$ cat src/rtl/dtg_pkg.sv
// Package: shared field widths, register addresses and the timing
// parameter record used by the display timing generator.
package dtg_pkg;

    localparam int HF_W   = 8;   // horizontal fields, 8-pixel units
    localparam int VACT_W = 10;  // vertical active lines minus one
    localparam int VF_W   = 8;   // vertical blanking fields, lines
    localparam int SW_W   = 4;   // sync width fields
    localparam int DATA_W = 10;  // write data width
    localparam int ADDR_W = 4;   // write address width
    localparam int POL_BIT = 7;  // polarity bit inside the width registers

    typedef enum logic [ADDR_W-1:0] {
        A_HACT = 4'd0,
        A_HNDP = 4'd1,
        A_HSST = 4'd2,
        A_HSW  = 4'd3,
        A_VACT = 4'd4,
        A_VNDP = 4'd5,
        A_VSST = 4'd6,
        A_VSW  = 4'd7,
        A_CTRL = 4'd8
    } reg_addr_e;

    typedef struct packed {
        logic [HF_W-1:0]   hact;
        logic [HF_W-1:0]   hndp;
        logic [HF_W-1:0]   hsst;
        logic              hpol;
        logic [SW_W-1:0]   hsw;
        logic [VACT_W-1:0] vact;
        logic [VF_W-1:0]   vndp;
        logic [VF_W-1:0]   vsst;
        logic              vpol;
        logic [SW_W-1:0]   vsw;
        logic              panel;
    } tcfg_t;

endpackage

$ cat src/rtl/dtg_pol.sv
// Sync pin driver: turns an internal "pulse on" flag into the pin level.
// Assumes: the asserted level is the polarity bit XOR the panel flag, and
// the idle level is its inverse.
module dtg_pol (
    input  logic on,
    input  logic pol,
    input  logic panel,
    output logic pin
);

    logic lvl;

    // asserted level for this panel class
    always_comb lvl = pol ^ panel;

    // drive asserted level while on, inverse otherwise
    always_comb pin = on ? lvl : ~lvl;

endmodule

$ cat src/rtl/dtg_axis.sv
// One timing axis: a wrapping counter with active and sync region decode.
// Assumes: all lengths are absolute positions from count 0, are at least 1,
// and fit in LW bits; tot_len does not exceed 2**CW.
module dtg_axis #(
    parameter int CW = 12,
    parameter int LW = CW + 2
) (
    input  logic          clk,
    input  logic          rst_n,
    input  logic          adv,
    input  logic [LW-1:0] act_len,
    input  logic [LW-1:0] tot_len,
    input  logic [LW-1:0] sync_beg,
    input  logic [LW-1:0] sync_end,
    output logic [CW-1:0] cnt,
    output logic          wrap,
    output logic          in_act,
    output logic          in_sync
);

    logic [CW-1:0] cnt_q;
    logic [LW-1:0] cnt_w;
    logic          last;

    // widen the count for comparison against lengths
    always_comb cnt_w = LW'(cnt_q);

    // last position of this axis
    always_comb last = (cnt_w == tot_len - LW'(1));

    // wrap pulse, qualified by the advance enable
    always_comb wrap = adv & last;

    // count up on advance, return to zero after the last position
    always_ff @(posedge clk) begin
        if (!rst_n)
            cnt_q <= '0;
        else if (adv)
            cnt_q <= last ? '0 : cnt_q + CW'(1);
    end

    // region decode
    always_comb begin
        in_act  = (cnt_w < act_len);
        in_sync = (cnt_w >= sync_beg) && (cnt_w < sync_end);
    end

    always_comb cnt = cnt_q;

endmodule

$ cat src/rtl/dtg_regs.sv
// Register file: staging copy written by the port, working copy loaded
// from it at the frame boundary, and a blank bit that acts at once.
// Assumes: frame_end is a one-cycle pulse on the last pixel of a frame; a
// write on that same clock reaches the staging copy only, not the frame
// that is starting.
module dtg_regs
    import dtg_pkg::*;
#(
    parameter tcfg_t RST_CFG = '0
) (
    input  logic              clk,
    input  logic              rst_n,
    input  logic              wr_en,
    input  logic [ADDR_W-1:0] wr_addr,
    input  logic [DATA_W-1:0] wr_data,
    input  logic              frame_end,
    output tcfg_t             act_cfg,
    output logic              blank
);

    tcfg_t stg_q;
    tcfg_t act_q;
    logic  blank_q;

    // staging copy: capture port writes field by field
    always_ff @(posedge clk) begin
        if (!rst_n) begin
            stg_q <= RST_CFG;
        end else if (wr_en) begin
            case (wr_addr)
                A_HACT: stg_q.hact <= wr_data[HF_W-1:0];
                A_HNDP: stg_q.hndp <= wr_data[HF_W-1:0];
                A_HSST: stg_q.hsst <= wr_data[HF_W-1:0];
                A_HSW: begin
                    stg_q.hpol <= wr_data[POL_BIT];
                    stg_q.hsw  <= wr_data[SW_W-1:0];
                end
                A_VACT: stg_q.vact <= wr_data[VACT_W-1:0];
                A_VNDP: stg_q.vndp <= wr_data[VF_W-1:0];
                A_VSST: stg_q.vsst <= wr_data[VF_W-1:0];
                A_VSW: begin
                    stg_q.vpol <= wr_data[POL_BIT];
                    stg_q.vsw  <= wr_data[SW_W-1:0];
                end
                A_CTRL: stg_q.panel <= wr_data[1];
                default: stg_q <= stg_q;
            endcase
        end
    end

    // blank control: takes effect on the next clock
    always_ff @(posedge clk) begin
        if (!rst_n)
            blank_q <= 1'b0;
        else if (wr_en && (wr_addr == A_CTRL))
            blank_q <= wr_data[0];
    end

    // working copy: refreshed only at the frame boundary
    always_ff @(posedge clk) begin
        if (!rst_n)
            act_q <= RST_CFG;
        else if (frame_end)
            act_q <= stg_q;
    end

    always_comb begin
        act_cfg = act_q;
        blank   = blank_q;
    end

endmodule

$ cat src/rtl/disp_timing_gen.sv
// Top: programmable raster timing generator. Derives absolute line and
// frame positions from the working parameter copy, runs a column axis
// every clock and a row axis on each column wrap, and applies polarity
// and blanking at the pins.
// Assumes: HCW >= 12 and VCW >= 11 so every programmable total fits.
module disp_timing_gen
    import dtg_pkg::*;
#(
    parameter int                HCW       = 12,
    parameter int                VCW       = 11,
    parameter logic [HF_W-1:0]   RST_HACT  = 8'd79,
    parameter logic [HF_W-1:0]   RST_HNDP  = 8'h13,
    parameter logic [HF_W-1:0]   RST_HSST  = 8'h01,
    parameter logic              RST_HPOL  = 1'b0,
    parameter logic [SW_W-1:0]   RST_HSW   = 4'hB,
    parameter logic [VACT_W-1:0] RST_VACT  = 10'd479,
    parameter logic [VF_W-1:0]   RST_VNDP  = 8'h2C,
    parameter logic [VF_W-1:0]   RST_VSST  = 8'h09,
    parameter logic              RST_VPOL  = 1'b0,
    parameter logic [SW_W-1:0]   RST_VSW   = 4'h1,
    parameter logic              RST_PANEL = 1'b0
) (
    input  logic              clk,
    input  logic              rst_n,
    input  logic              wr_en,
    input  logic [ADDR_W-1:0] wr_addr,
    input  logic [DATA_W-1:0] wr_data,
    output logic              hsync,
    output logic              vsync,
    output logic              de,
    output logic [HCW-1:0]    px_x,
    output logic [VCW-1:0]    px_y,
    output logic              vretrace
);

    localparam int HLW = HCW + 2;
    localparam int VLW = VCW + 2;
    localparam int UNIT_SH = 3;   // horizontal fields count 8-pixel units

    localparam tcfg_t RST_CFG = '{
        hact: RST_HACT, hndp: RST_HNDP, hsst: RST_HSST,
        hpol: RST_HPOL, hsw: RST_HSW,
        vact: RST_VACT, vndp: RST_VNDP, vsst: RST_VSST,
        vpol: RST_VPOL, vsw: RST_VSW, panel: RST_PANEL
    };

    tcfg_t          act_cfg;
    logic           blank_q;
    logic           h_wrap, v_wrap;
    logic           h_in_act, v_in_act;
    logic           h_sync_on, v_sync_on;
    logic [HLW-1:0] h_act_len, h_tot_len, h_sb, h_se;
    logic [VLW-1:0] v_act_len, v_tot_len, v_sb, v_se;

    // parameter storage and frame-boundary update
    dtg_regs #(.RST_CFG(RST_CFG)) u_regs (
        .clk       (clk),
        .rst_n     (rst_n),
        .wr_en     (wr_en),
        .wr_addr   (wr_addr),
        .wr_data   (wr_data),
        .frame_end (v_wrap),
        .act_cfg   (act_cfg),
        .blank     (blank_q)
    );

    // horizontal positions in pixels from the 8-pixel-unit fields
    always_comb begin
        h_act_len = (HLW'(act_cfg.hact) + HLW'(1)) << UNIT_SH;
        h_tot_len = h_act_len + ((HLW'(act_cfg.hndp) + HLW'(1)) << UNIT_SH);
        h_sb      = h_act_len + ((HLW'(act_cfg.hsst) + HLW'(1)) << UNIT_SH);
        h_se      = h_sb + ((HLW'(act_cfg.hsw) + HLW'(1)) << UNIT_SH);
    end

    // vertical positions in lines from the minus-one fields
    always_comb begin
        v_act_len = VLW'(act_cfg.vact) + VLW'(1);
        v_tot_len = v_act_len + VLW'(act_cfg.vndp) + VLW'(1);
        v_sb      = v_act_len + VLW'(act_cfg.vsst) + VLW'(1);
        v_se      = v_sb + VLW'(act_cfg.vsw) + VLW'(1);
    end

    // column axis: advances every pixel clock
    dtg_axis #(.CW(HCW), .LW(HLW)) u_hax (
        .clk      (clk),
        .rst_n    (rst_n),
        .adv      (1'b1),
        .act_len  (h_act_len),
        .tot_len  (h_tot_len),
        .sync_beg (h_sb),
        .sync_end (h_se),
        .cnt      (px_x),
        .wrap     (h_wrap),
        .in_act   (h_in_act),
        .in_sync  (h_sync_on)
    );

    // row axis: advances once per line
    dtg_axis #(.CW(VCW), .LW(VLW)) u_vax (
        .clk      (clk),
        .rst_n    (rst_n),
        .adv      (h_wrap),
        .act_len  (v_act_len),
        .tot_len  (v_tot_len),
        .sync_beg (v_sb),
        .sync_end (v_se),
        .cnt      (px_y),
        .wrap     (v_wrap),
        .in_act   (v_in_act),
        .in_sync  (v_sync_on)
    );

    // sync pin levels per axis polarity and panel class
    dtg_pol u_hpol (
        .on    (h_sync_on),
        .pol   (act_cfg.hpol),
        .panel (act_cfg.panel),
        .pin   (hsync)
    );

    dtg_pol u_vpol (
        .on    (v_sync_on),
        .pol   (act_cfg.vpol),
        .panel (act_cfg.panel),
        .pin   (vsync)
    );

    // enable and retrace status
    always_comb begin
        de       = h_in_act & v_in_act & ~blank_q;
        vretrace = ~v_in_act;
    end

endmodule

$ cat config.mk
export PLATFORM = sky130hd
export DESIGN_NAME = disp_timing_gen
export DESIGN_NICKNAME = d
export VERILOG_FILES = /design/src/rtl/dtg_pkg.sv /design/src/rtl/dtg_pol.sv /design/src/rtl/dtg_axis.sv /design/src/rtl/dtg_regs.sv /design/src/rtl/disp_timing_gen.sv
export SDC_FILE = /design/constraint.sdc
export NUM_CORES = 1
export LEC_CHECK = 0
export BUFFER_PORTS_ARGS = -buffer_cell sky130_fd_sc_hd__buf_2
export CELL_PAD_IN_SITES_DETAIL_PLACEMENT = 2
export CELL_PAD_IN_SITES_GLOBAL_PLACEMENT = 2
export CORE_UTILIZATION = 30
export CTS_BUF_LIST = sky130_fd_sc_hd__clkbuf_8
export CTS_CLUSTER_DIAMETER = 80
export DETAILED_ROUTE_END_ITERATION = 12
export PLACE_DENSITY = 0.66
export SKIP_CTS_REPAIR_TIMING = 1
export SLEW_MARGIN = 0
export SYNTH_ARGS = -nofsm -noshare
export SYNTH_HDL_FRONTEND = slang
export SYNTH_HIERARCHICAL = 1
export SYNTH_SLANG_ARGS = --single-unit
$ cat constraint.sdc
create_clock -name clk -period 4.1 [get_ports clk]
set_input_delay 0.615 -clock clk [delete_from_list [all_inputs] [get_ports clk]]
set_output_delay 0.615 -clock clk [all_outputs]
set_load 0.01 [all_outputs]
# Word level (Yosys, flattened, before mapping)

Cells that the tools add are included.

Register bits: 146
Bits of input ports: 17
Word-level logic and storage cells: 86

$add $sub $neg: 18
Magnitude comparators: 6
Eq/ne operators: 10
Muxes and demuxes: 3
Bitwise operators: 10
Reductions and logical operators: 14

Operator list:

| cell                  | number |
|---|---|
| $add 8x1->9 const B   | 3 |
| $add 12x1->13 const B | 2 |
| $add 12x12->13        | 2 |
| $add 11x8->12         | 2 |
| $reduce_and 2->1      | 9 |
| $eq 4x3->1 const B    | 4 |
| $add 13x8->14         | 1 |
| $eq 12x14->1          | 1 |
| $lt 12x14->1          | 1 |
| $sub 13x1->14 const B | 1 |
| $add 13x1->13 const B | 1 |
| $add 13x4->13         | 1 |
| $eq 11x13->1          | 1 |
| $ge 11x13->1          | 1 |
| $ge 12x13->1          | 1 |
| $lt 11x13->1          | 1 |
| $sub 13x1->13 const B | 1 |
| $add 12x1->12 const B | 1 |
| $lt 12x12->1          | 1 |
| $add 10x1->11 const B | 1 |
| $add 11x1->11 const B | 1 |
| $lt 11x11->1          | 1 |
| $mux 11               | 1 |
| $eq 4x2->1 const B    | 2 |
| other kinds (10)      | 20 |

# Logic depth before layout (Yosys ltp)

Gate-level depths: netlist of the first run.

Depth in word-level cells: 8
Depth in mapped cells: 22
Depth with buffers taken out: 22

# Cells and area by module

Netlist of the first run, hierarchy kept.

Modules (own cells, without submodules):

| module            | instances | cells an instance | area each (um2) | seq. area each (um2) |
|---|---|---|---|---|
| dtg_regs          | 1         | 441               | 4654.5          | 2462.4 |
| disp_timing_gen   | 1         | 329               | 2516.2          | 0.0 |
| dtg_axis at u_hax | 1         | 242               | 1914.3          | 240.2 |
| dtg_axis at u_vax | 1         | 225               | 1745.4          | 220.2 |
| dtg_pol           | 2         | 1                 | 22.5            | 0.0 |

# Least setup slack after synthesis of the first run

OpenSTA, ideal clock, no wires.

Path type: register to output
Start: register u_regs.act_q, in the netlist u_regs/act_cfg[22]
End: output vsync
Arrival: 3.873 ns
Required time: 3.485 ns
Path slack: -0.388 ns
Cell stages (with the launch flop): 18
Cell sequence: dfxtp_1 > ha_1 > nand3_1 > xnor2_1 > ha_1 > a21o_1 > or3_1 > o22ai_1 > xnor2_1 > and2_4 > and4bb_1 > xor2_1 > inv_1 > ha_1 > a211o_1 > a21oi_1 > o2111a_1 > xnor3_1

Cells in the longest elaborated chain, start to end: 8
Elaborated cells between the ends (all ways): 9
Classes of those cells: add/sub (5); order compare (2); mux (1); reduce/logical (1)

Ends and longest elaborated chain:

| item                   | RTL line              | RTL |
|---|---|---|
| start, declared        | dtg_regs.sv:22        | `tcfg_t act_q;` |
| start signal, assigned | dtg_regs.sv:64        | `act_q <= stg_q;` |
| $add 10x1->11          | disp_timing_gen.sv:77 | `v_act_len = VLW'(act_cfg.vact) + VLW'(1);` |
| via v_act_len[4]       | disp_timing_gen.sv:53 | `logic [VLW-1:0] v_act_len, v_tot_len, v_sb, v_se;` |
| $add 11x8->12          | disp_timing_gen.sv:79 | `v_sb = v_act_len + VLW'(act_cfg.vsst) + VLW'(1);` |
| $add 12x1->13          | disp_timing_gen.sv:79 |  |
| via v_sb[7]            | disp_timing_gen.sv:53 |  |
| $add 13x4->13          | disp_timing_gen.sv:80 | `v_se = v_sb + VLW'(act_cfg.vsw) + VLW'(1);` |
| $add 13x1->13          | disp_timing_gen.sv:80 |  |
| via v_se[10]           | disp_timing_gen.sv:53 |  |
| $lt 11x13->1           | dtg_axis.sv:45        | `in_sync = (cnt_w >= sync_beg) && (cnt_w < sync_end);` |
| $logic_and 1x1->1      | dtg_axis.sv:45        |  |
| via v_sync_on          | disp_timing_gen.sv:51 | `logic h_sync_on, v_sync_on;` |
| $mux 1                 | dtg_pol.sv:17         | `always_comb pin = on ? lvl : ~lvl;` |
| end, declared          | disp_timing_gen.sv:29 | `output logic vsync,` |

The timed path passes the listed nets, and every way through them passes these cells.

# Final worst setup path of the first run

Start: register u_regs.act_q, in the netlist u_regs/act_cfg[38]
End: output hsync

Cells in the longest elaborated chain, start to end: 6
Elaborated cells between the ends (all ways): 7
Classes of those cells: add/sub (3); order compare (2); mux (1); reduce/logical (1)

Ends and longest elaborated chain:

| item              | RTL line              | RTL |
|---|---|---|
| $add 8x1->9       | disp_timing_gen.sv:71 | `h_sb = h_act_len + ((HLW'(act_cfg.hsst) + HLW'(1)) << UNIT_SH);` |
| $add 12x12->13    | disp_timing_gen.sv:71 |  |
| via h_sb[6]       | disp_timing_gen.sv:52 | `logic [HLW-1:0] h_act_len, h_tot_len, h_sb, h_se;` |
| $add 13x8->14     | disp_timing_gen.sv:72 | `h_se = h_sb + ((HLW'(act_cfg.hsw) + HLW'(1)) << UNIT_SH);` |
| via h_se[11]      | disp_timing_gen.sv:52 |  |
| $lt 12x14->1      | dtg_axis.sv:45        |  |
| $logic_and 1x1->1 | dtg_axis.sv:45        |  |
| via h_sync_on     | disp_timing_gen.sv:51 |  |
| $mux 1            | dtg_pol.sv:17         |  |
| end, declared     | disp_timing_gen.sv:28 | `output logic hsync,` |

The timed path passes the listed nets, and every way through them passes these cells.

==> results of run 1 <==
[worst reg2reg max path, cell delays in order, from the launching register on]
cell and delay, ns:
dfxtp_4 0.38, ha_4 0.18, xor2_4 0.16, buf_4 0.14
buf_4 0.13, ha_4 0.28, a21oi_2 0.06, nor2_1 0.17
nor2_2 0.08, o21bai_1 0.17, a21oi_2 0.10, xnor2_2 0.29
xor2_2 0.15, buf_4 0.17, buf_4 0.13, o21a_1 0.19
a211oi_2 0.28, buf_4 0.18, nand3_4 0.07, inv_4 0.09
and2_4 0.29, buf_12 0.19, buf_12 0.15, mux2i_1 0.19
nand2_1 0.08
[layout make-up]
cell class,instances,share of cell area [%]
Multi-Input combinational cell,987,56.6
Tap cell,461,3.98
Sequential cell,146,20.3
Clock inverter,15,1.16
Clock buffer,17,1.61
Timing Repair Buffer,246,13.4
Inverter,111,2.89
[sequential cells by signal, summed over array words and instances (netlist names)]
signal          cells
u_regs/stg_q       61
u_regs/blank        1
u_hax/cnt          12
u_regs/act_cfg     61
u_vax/cnt          11
[worst max-delay path by stage]
stage	end	slack [ns]
floorplan	vsync	-0.14
global placement	hsync	-0.35
detailed placement	hsync	-0.49
CTS	hsync	-1.06
global route	hsync	-1.23
finish	hsync	-0.98
[synthesized netlist by cell type (5+ instances only)]
master / instances / area [um2]
a21o_1: 15 / 113
a21oi_1: 57 / 285
a31oi_1: 5 / 31.3
and2_1: 9 / 56.3
and3_1: 24 / 150
buf_2: 14 / 70.1
clkbuf_1: 11 / 41.3
dfxtp_1: 146 / 2920
fa_1: 6 / 120
ha_1: 117 / 1460
inv_1: 108 / 405
mux2i_1: 112 / 1120
nand2_1: 109 / 409
nand2b_1: 21 / 131
nand3_1: 40 / 200
nand4_1: 15 / 93.8
nor2_1: 58 / 218
nor2b_1: 71 / 444
nor3_1: 15 / 75.1
o2111ai_1: 5 / 43.8
o211ai_1: 7 / 52.6
o21a_1: 11 / 82.6
o21ai_0: 33 / 165
o21ai_1: 6 / 30.0
xnor2_1: 69 / 604
xor2_1: 44 / 385
[per-stage QoR]
step / instance area [um2] / hold slack (ns) / worst slack [ns] / TNS (ns)
6_report: 14500 / 0.347 / -0.981 / -19.34
5_1_grt: 14500 / 0.354 / -1.23 / -36.67
4_1_cts: 13500 / 0.317 / -1.06 / -32.15
3_5_place_dp: 13100 / 0.458 / -0.486 / -26.67
3_3_place_gp: 13100 / 0.444 / -0.351 / -16.61
2_1_floorplan: 11100 / 0.434 / -0.144 / -0.144
[kinds of logic after synthesis]
group                      Yosys count
AOI/OAI and AO/OA                  179
xor gates and xnor gates           123
adders and majority gates          123
buffers and inverters              144
DFF                                146
muxes                              112
other                                2
and+or+nand+nor                    410
[layer usage]
layer / vias up / share of wire [%] / routed length (um)
li1: 4760 / - / -
met1: 4918 / 47 / 18300
met4: 0 / 1.3 / 505
met3: 29 / 2.0 / 793
met2: 97 / 50 / 19600
met5: - / 0 / 0
[cell usage in the layout, fill, tap and decap left out, types with 10 or more instances in the layout]
cell type | synthesis | layout
o21ai_1 | 6 | 11
nor2b_1 | 71 | 67
nor2_1 | 58 | 53
nand4_1 | 15 | 15
nand2b_1 | 21 | 21
a21oi_2 | 2 | 18
nand3_1 | 40 | 36
nor3_1 | 15 | 13
clkbuf_8 | 0 | 17
o21ai_0 | 33 | 20
buf_4 | 4 | 184
dfxtp_1 | 146 | 136
a21o_1 | 15 | 15
o21ai_2 | 2 | 10
buf_6 | 4 | 11
xnor2_2 | 3 | 14
and3_1 | 24 | 22
conb_1 | 2 | 40
ha_1 | 117 | 99
a21oi_1 | 57 | 40
ha_4 | 0 | 14
o21a_1 | 11 | 11
xor2_1 | 44 | 35
inv_1 | 108 | 105
nand2_1 | 109 | 107
mux2i_1 | 112 | 108
buf_2 | 14 | 40
xnor2_1 | 69 | 57
[power by group through the flow]
stage                     Sequential (mW)  Clock [mW]  Combinational [mW]
after floorplan                      1.47           0               0.102
after global placement               1.47           0               0.147
after detailed placement             1.47           0               0.150
after CTS                            1.44        1.28               0.151
after global routing                 1.44        1.32               0.171
final                                1.44        1.24               0.153
==> flow_summary.json, run 1 <==
{
  "status": "finished with violations",
  "violations": "DRC, setup timing",
  "gp_congestion": 0.799,
  "numPortBuffers": 43,
  "clkLatencyLatePin_ns": 0.50,
  "skew_ns": 0.0150,
  "worst-path-max-fanout": 4,
  "power_frac_seq_pct": 50.9,
  "grt_pass1_wl_um": 56400,
  "worstPathArrival_ns": 4.47,
  "cts_tree": "done",
  "synth_edf_count": 0,
  "crit_top_cell": "ha_4",
  "dr.pass1.iters": 8,
  "p_leak_nw": 6.64,
  "rows": 69,
  "cts_buffers": 17,
  "power.internal_mw": 1.99,
  "pwr_density_cell_nw_per_um2": 195,
  "relSlewSlack_pct": 50.7,
  "diodes": 0,
  "met1_usage_pct": 26.9,
  "ant_nets": 0,
  "drt_iter0_markers": 376,
  "routed_wl_um": 39200,
  "cp.depth": 21,
  "path_buf_inv": 3,
  "multi_input_area_um2": 8200,
  "crit_chain": "ha_4, xor2_2, ha_4, nor2b_1, nor2_1, xnor2_2, ha_1, inv_2, o21ai_2, and2_4, o2111a_1, xor2_1, inv_1, ha_4, a21oi_2, nor3_1, nor3_1, o21ai_1, a41oi_2, xnor3_1, buf_4",
  "vias": 9804,
  "ys_ff_latch": 146,
  "finalNonFillerCells": 1983,
  "synth-compound-area-share_pct": 10.7,
  "peakVddDrop_v": 0.000223,
  "drcViolationCount": 4,
  "dpl.hpwl_um": 27900,
  "slew_violations": 0,
  "r2r_slack_ns": -0.36,
  "period_share_pct": 124,
  "setup_slack_ns": -0.981,
  "critPathLaunchType": "flip-flop",
  "async_reset_ff_share_pct": 0,
  "core_um2": 35700,
  "clockPowerShare_pct": 43.7,
  "fill_cells": 3911,
  "setup.worst_path.start": "u_regs/act_cfg[38]",
  "required_ns": 3.48,
  "use_met2_pct": 33.3,
  "syn_to_final_growth_pct": 33.2,
  "grtUsageMet3_pct": 2.71,
  "antenna_found_initial": 0,
  "drive_gt1_share_pct": 29.7,
  "reg2reg_from": "u_regs/act_cfg[53]",
  "swShare_pct": 29.5,
  "grt_setup_unrepaired": "yes",
  "utilization_pct": 40.6,
  "seqCellArea_um2": 2950,
  "synth_ff_type": "dfxtp_1",
  "grt_start_max_net_pins": 61,
  "root_buffer": "clkbuf_8",
  "synth_top_family_by_area": "simple AND/OR/NAND/NOR gates",
  "p_comb_share_pct": 5.4,
  "busiest_layer": "met2",
  "gr-total-overflow": 0,
  "min_path_type": "in -> reg",
  "worst_path_largest_cell_delay_ns": 0.39,
  "synth_mux_area_share_pct": 10.3,
  "nNetsFinal": 1649,
  "wl_per_cell_um": 19.8,
  "crit_family": "adder cells",
  "syn_inst": 1239,
  "power_mw": 2.83,
  "cts_buffer_depth": 2,
  "die_y_um": 192,
  "die_area_um2": 37000,
  "timing.fmax_mhz": 197,
  "ys.warnings.count": 6,
  "track_usage_pct": 19.9,
  "clk_pin_slew_worst_paths_ns": 0.11,
  "endpoint_kind": "primary output",
  "holdPathStages": 3,
  "synth.distinct_cells": 88,
  "dp_cells": 1918,
  "worstMarginPinSlew_ns": 0.738,
  "synth-seq-area-share_pct": 26.9,
  "synth_fa_ha_area_share_pct": 14.6,
  "initial_utilization_pct": 30.5,
  "synth-xor-area-share_pct": 11.0,
  "hold_violations": 0,
  "finalSetupViolations": 71,
  "holdPathEnd": "u_regs/stg_q[31]",
  "holdCritStartpoint": "wr_data[9]",
  "htree_levels": 4,
  "clock_sinks": 146,
  "crit_slowest_cell": "dfxtp_2",
  "grt_pass1_vias": 10300,
  "pin_count": 44,
  "period_needed_ns": 5.08,
  "worst_r2r_path_depth": 24,
  "yosys.area_share.simple_pct": 20.9,
  "syn_area_per_cell_um2": 8.78,
  "netlist_area_um2": 10900,
  "reg2reg_to": "u_regs/act_cfg[55]",
  "vias_per_cell": 4.94,
  "power_switching_mw": 0.836,
  "drv_cap": 0,
  "worstSetupPathType": "reg -> out",
  "fp.dieW_um": 192
}
Power figures use the tool's default switching activity.
==> run 2, diff against run 1 <==
--- a/config.mk
+++ b/config.mk
@@ -12,10 +12,9 @@
 export CTS_BUF_LIST = sky130_fd_sc_hd__clkbuf_8
 export CTS_CLUSTER_DIAMETER = 80
 export DETAILED_ROUTE_END_ITERATION = 12
-export PLACE_DENSITY = 0.66
+export PLACE_DENSITY = 0.67
 export SKIP_CTS_REPAIR_TIMING = 1
 export SLEW_MARGIN = 0
 export SYNTH_ARGS = -nofsm -noshare
 export SYNTH_HDL_FRONTEND = slang
-export SYNTH_HIERARCHICAL = 1
 export SYNTH_SLANG_ARGS = --single-unit
==> flow_summary.json, run 2 <==
{
  "pwr_density_cell_nw_per_um2": 193,
  "cts_buffer_depth": 2,
  "finalSetupViolations": 74,
  "required_ns": 3.48,
  "fp.dieW_um": 186,
  "drv_cap": 0,
  "ys.warnings.count": 0,
  "synth.area.top_cells": "dfxtp_1 29%, ha_1 14%, xnor2_1 5.2%",
  "core_um2": 33500,
  "die_y_um": 186,
  "period_needed_ns": 5.48,
  "gp_congestion": 0.777,
  "synth_edf_count": 0,
  "timing.fmax_mhz": 182,
  "mostFrequentLayoutCells": "183 x buf_4, 138 x dfxtp_1, 107 x ha_1",
  "vias": 10300,
  "gr-total-overflow": 0,
  "syn_nets": 1363,
  "crit_chain": "buf_4, buf_6, nand3_1, xnor2_1, ha_1, xnor2_2, ha_1, inv_2, nor2_1, nor2_1, inv_1, a21oi_2, nor2_1, xnor2_1, ha_1, o21a_1, o21ai_2, nor2_1, a211oi_2, nor2b_1, o31a_1, nor4_4, xnor2_2, buf_2",
  "peakVddDrop_v": 0.000183,
  "synth.distinct_cells": 66,
  "dr.pass1.iters": 5,
  "vias_per_cell": 5.43,
  "syn_to_final_growth_pct": 42.0,
  "p_leak_nw": 6.03,
  "drt_iter0_markers": 405,
  "hold_ws_ns": 0.331,
  "wl_per_cell_um": 23.2,
  "synth-seq-area-share_pct": 28.6,
  "slew_violations": 0,
  "ys_ff_latch": 146,
  "drive_gt1_share_pct": 32.7,
  "async_reset_ff_share_pct": 0,
  "dpl.hpwl_um": 27100,
  "worst-path-max-fanout": 5,
  "antenna_found_initial": 0,
  "grt_setup_unrepaired": "yes",
  "skew_ns": 0.0230,
  "min_path_type": "in -> reg",
  "worstSetupPathType": "reg -> out",
  "r2r_slack_ns": -0.53,
  "layout_commonest_cell": "buf_4",
  "root_buffer": "clkbuf_8",
  "clk_pin_slew_worst_paths_ns": 0.09,
  "initial_utilization_pct": 30.4,
  "clkLatencyLatePin_ns": 0.50,
  "synth.most_common_cell": "dfxtp_1",
  "grt_pass1_vias": 10600,
  "routed_wl_um": 43900,
  "worstMarginPinSlew_ns": 1.12,
  "rows": 67,
  "endpoint_kind": "primary output",
  "synth_top_cell_area_share_pct": 28.6,
  "worst_path_largest_cell_delay_ns": 0.38,
  "status": "finished with violations",
  "worstPathArrival_ns": 4.87,
  "grt_start_max_net_pins": 63,
  "cts_buffers": 17,
  "diodes": 0,
  "violations": "setup timing",
  "clock_sinks": 146,
  "synth_commonest_cells": "146 x dfxtp_1, 116 x ha_1, 94 x nand2_1",
  "period_share_pct": 134,
  "crit_top_cell": "nor2_1",
  "utilization_pct": 43.2,
  "cts_tree": "done",
  "power_mw": 2.80,
  "hold_violations": 0,
  "relSlewSlack_pct": 25.6,
  "nNetsFinal": 1570,
  "syn_inst": 1224,
  "drcViolationCount": 0,
  "netlist_area_um2": 10200,
  "numPortBuffers": 43,
  "synth_ff_type": "dfxtp_1",
  "critPathLaunchType": "flip-flop",
  "die_area_um2": 34800,
  "htree_levels": 4,
  "grt_pass1_wl_um": 58800,
  "syn_area_per_cell_um2": 8.34,
  "synth_top_cell_by_area": "dfxtp_1",
  "setup_slack_ns": -1.38,
  "crit_slowest_cell": "dfxtp_4",
  "ant_nets": 0,
  "track_usage_pct": 21.3,
  "pin_count": 44
}
==> run 2: cell count changes after synthesis, sizes merged, moves of 11 or more <==
cell    delta
nand3     +26
and3      -13
inv       -38
nor2      +26
o31ai     +63
nand2b    -14
nand4     +53
nor2b     -60
o21ai     -14
xnor2     -11
a21oi     +17
nand2     -19
mux2i     -67
clkbuf    +46
==> run 2: per-stage QoR <==
step	cell area (um2)	setup WS, ns	setup TNS [ns]	instances
after floorplan	10300	-0.410	-0.714	1224
after global placement	12300	-0.819	-30.22	1821
after detailed placement	12300	-1.03	-36.76	1821
after CTS	12700	-1.66	-41.00	1852
after global routing	14500	-1.69	-41.40	1891
final	14500	-1.38	-29.92	1891
==> run 2: critical path, delay by kind of cell (launching register included) <==
kind	cells	cell delay, ns
AOI/OAI and AO/OA	5	0.90
adders and majority gates	3	0.93
buffers and inverters	5	0.47
DFF	1	0.38
and+or+nand+nor	7	0.93
xor gates and xnor gates	4	0.78
==> run 2: final timing paths <==
path,startpoint,endpoint,cells past startpoint
worst max-delay path,u_regs.act_cfg[53],hsync,24
worst min-delay path,wr_data[8],u_regs.stg_q[30],3
worst max register to register,u_regs.act_cfg[53],u_regs.act_cfg[26],24
worst min register to register,u_regs.stg_q[60],u_regs.stg_q[60],2
==> run 2: where the power goes <==
part	internal [mW]	total, mW	leakage [nW]	switching, mW
Combinational	0.0301	0.103	4.65	0.0724
Clock	0.585	1.26	0.207	0.676
Sequential	1.43	1.43	1.18	0.00864
Total	2.04	2.80	6.03	0.757
==> run 2: cells by family after synthesis <==
family	Yosys count	synth area share, %
adder cells (fa/ha/maj)	122	15.4
XOR/XNOR	105	9.08
AND/OR/NAND/NOR	416	20.8
buffers and inverters	145	5.52
multiplexers	45	4.41
AO/OA/AOI/OAI	245	16.2
flip-flops	146	28.6
==> run 2: layout make-up <==
class                   count  area (um2)
fillers                  3637       19000
multi-input cells         934        8160
flip-flops and latches    146        2940
repair buffers            259        2160
well taps                 448         561
inverters                  73         274
clock buffers              19         262
clock inverters            12         148
==> run 2: metal layers <==
metal	up-vias	share of wire, %	track usage [%]
met4	0	2.5	4.10
met5	-	0	0
met2	170	50	36.3
li1	4816	-	-
met1	5216	45	28.9
met3	73	2.4	2.35
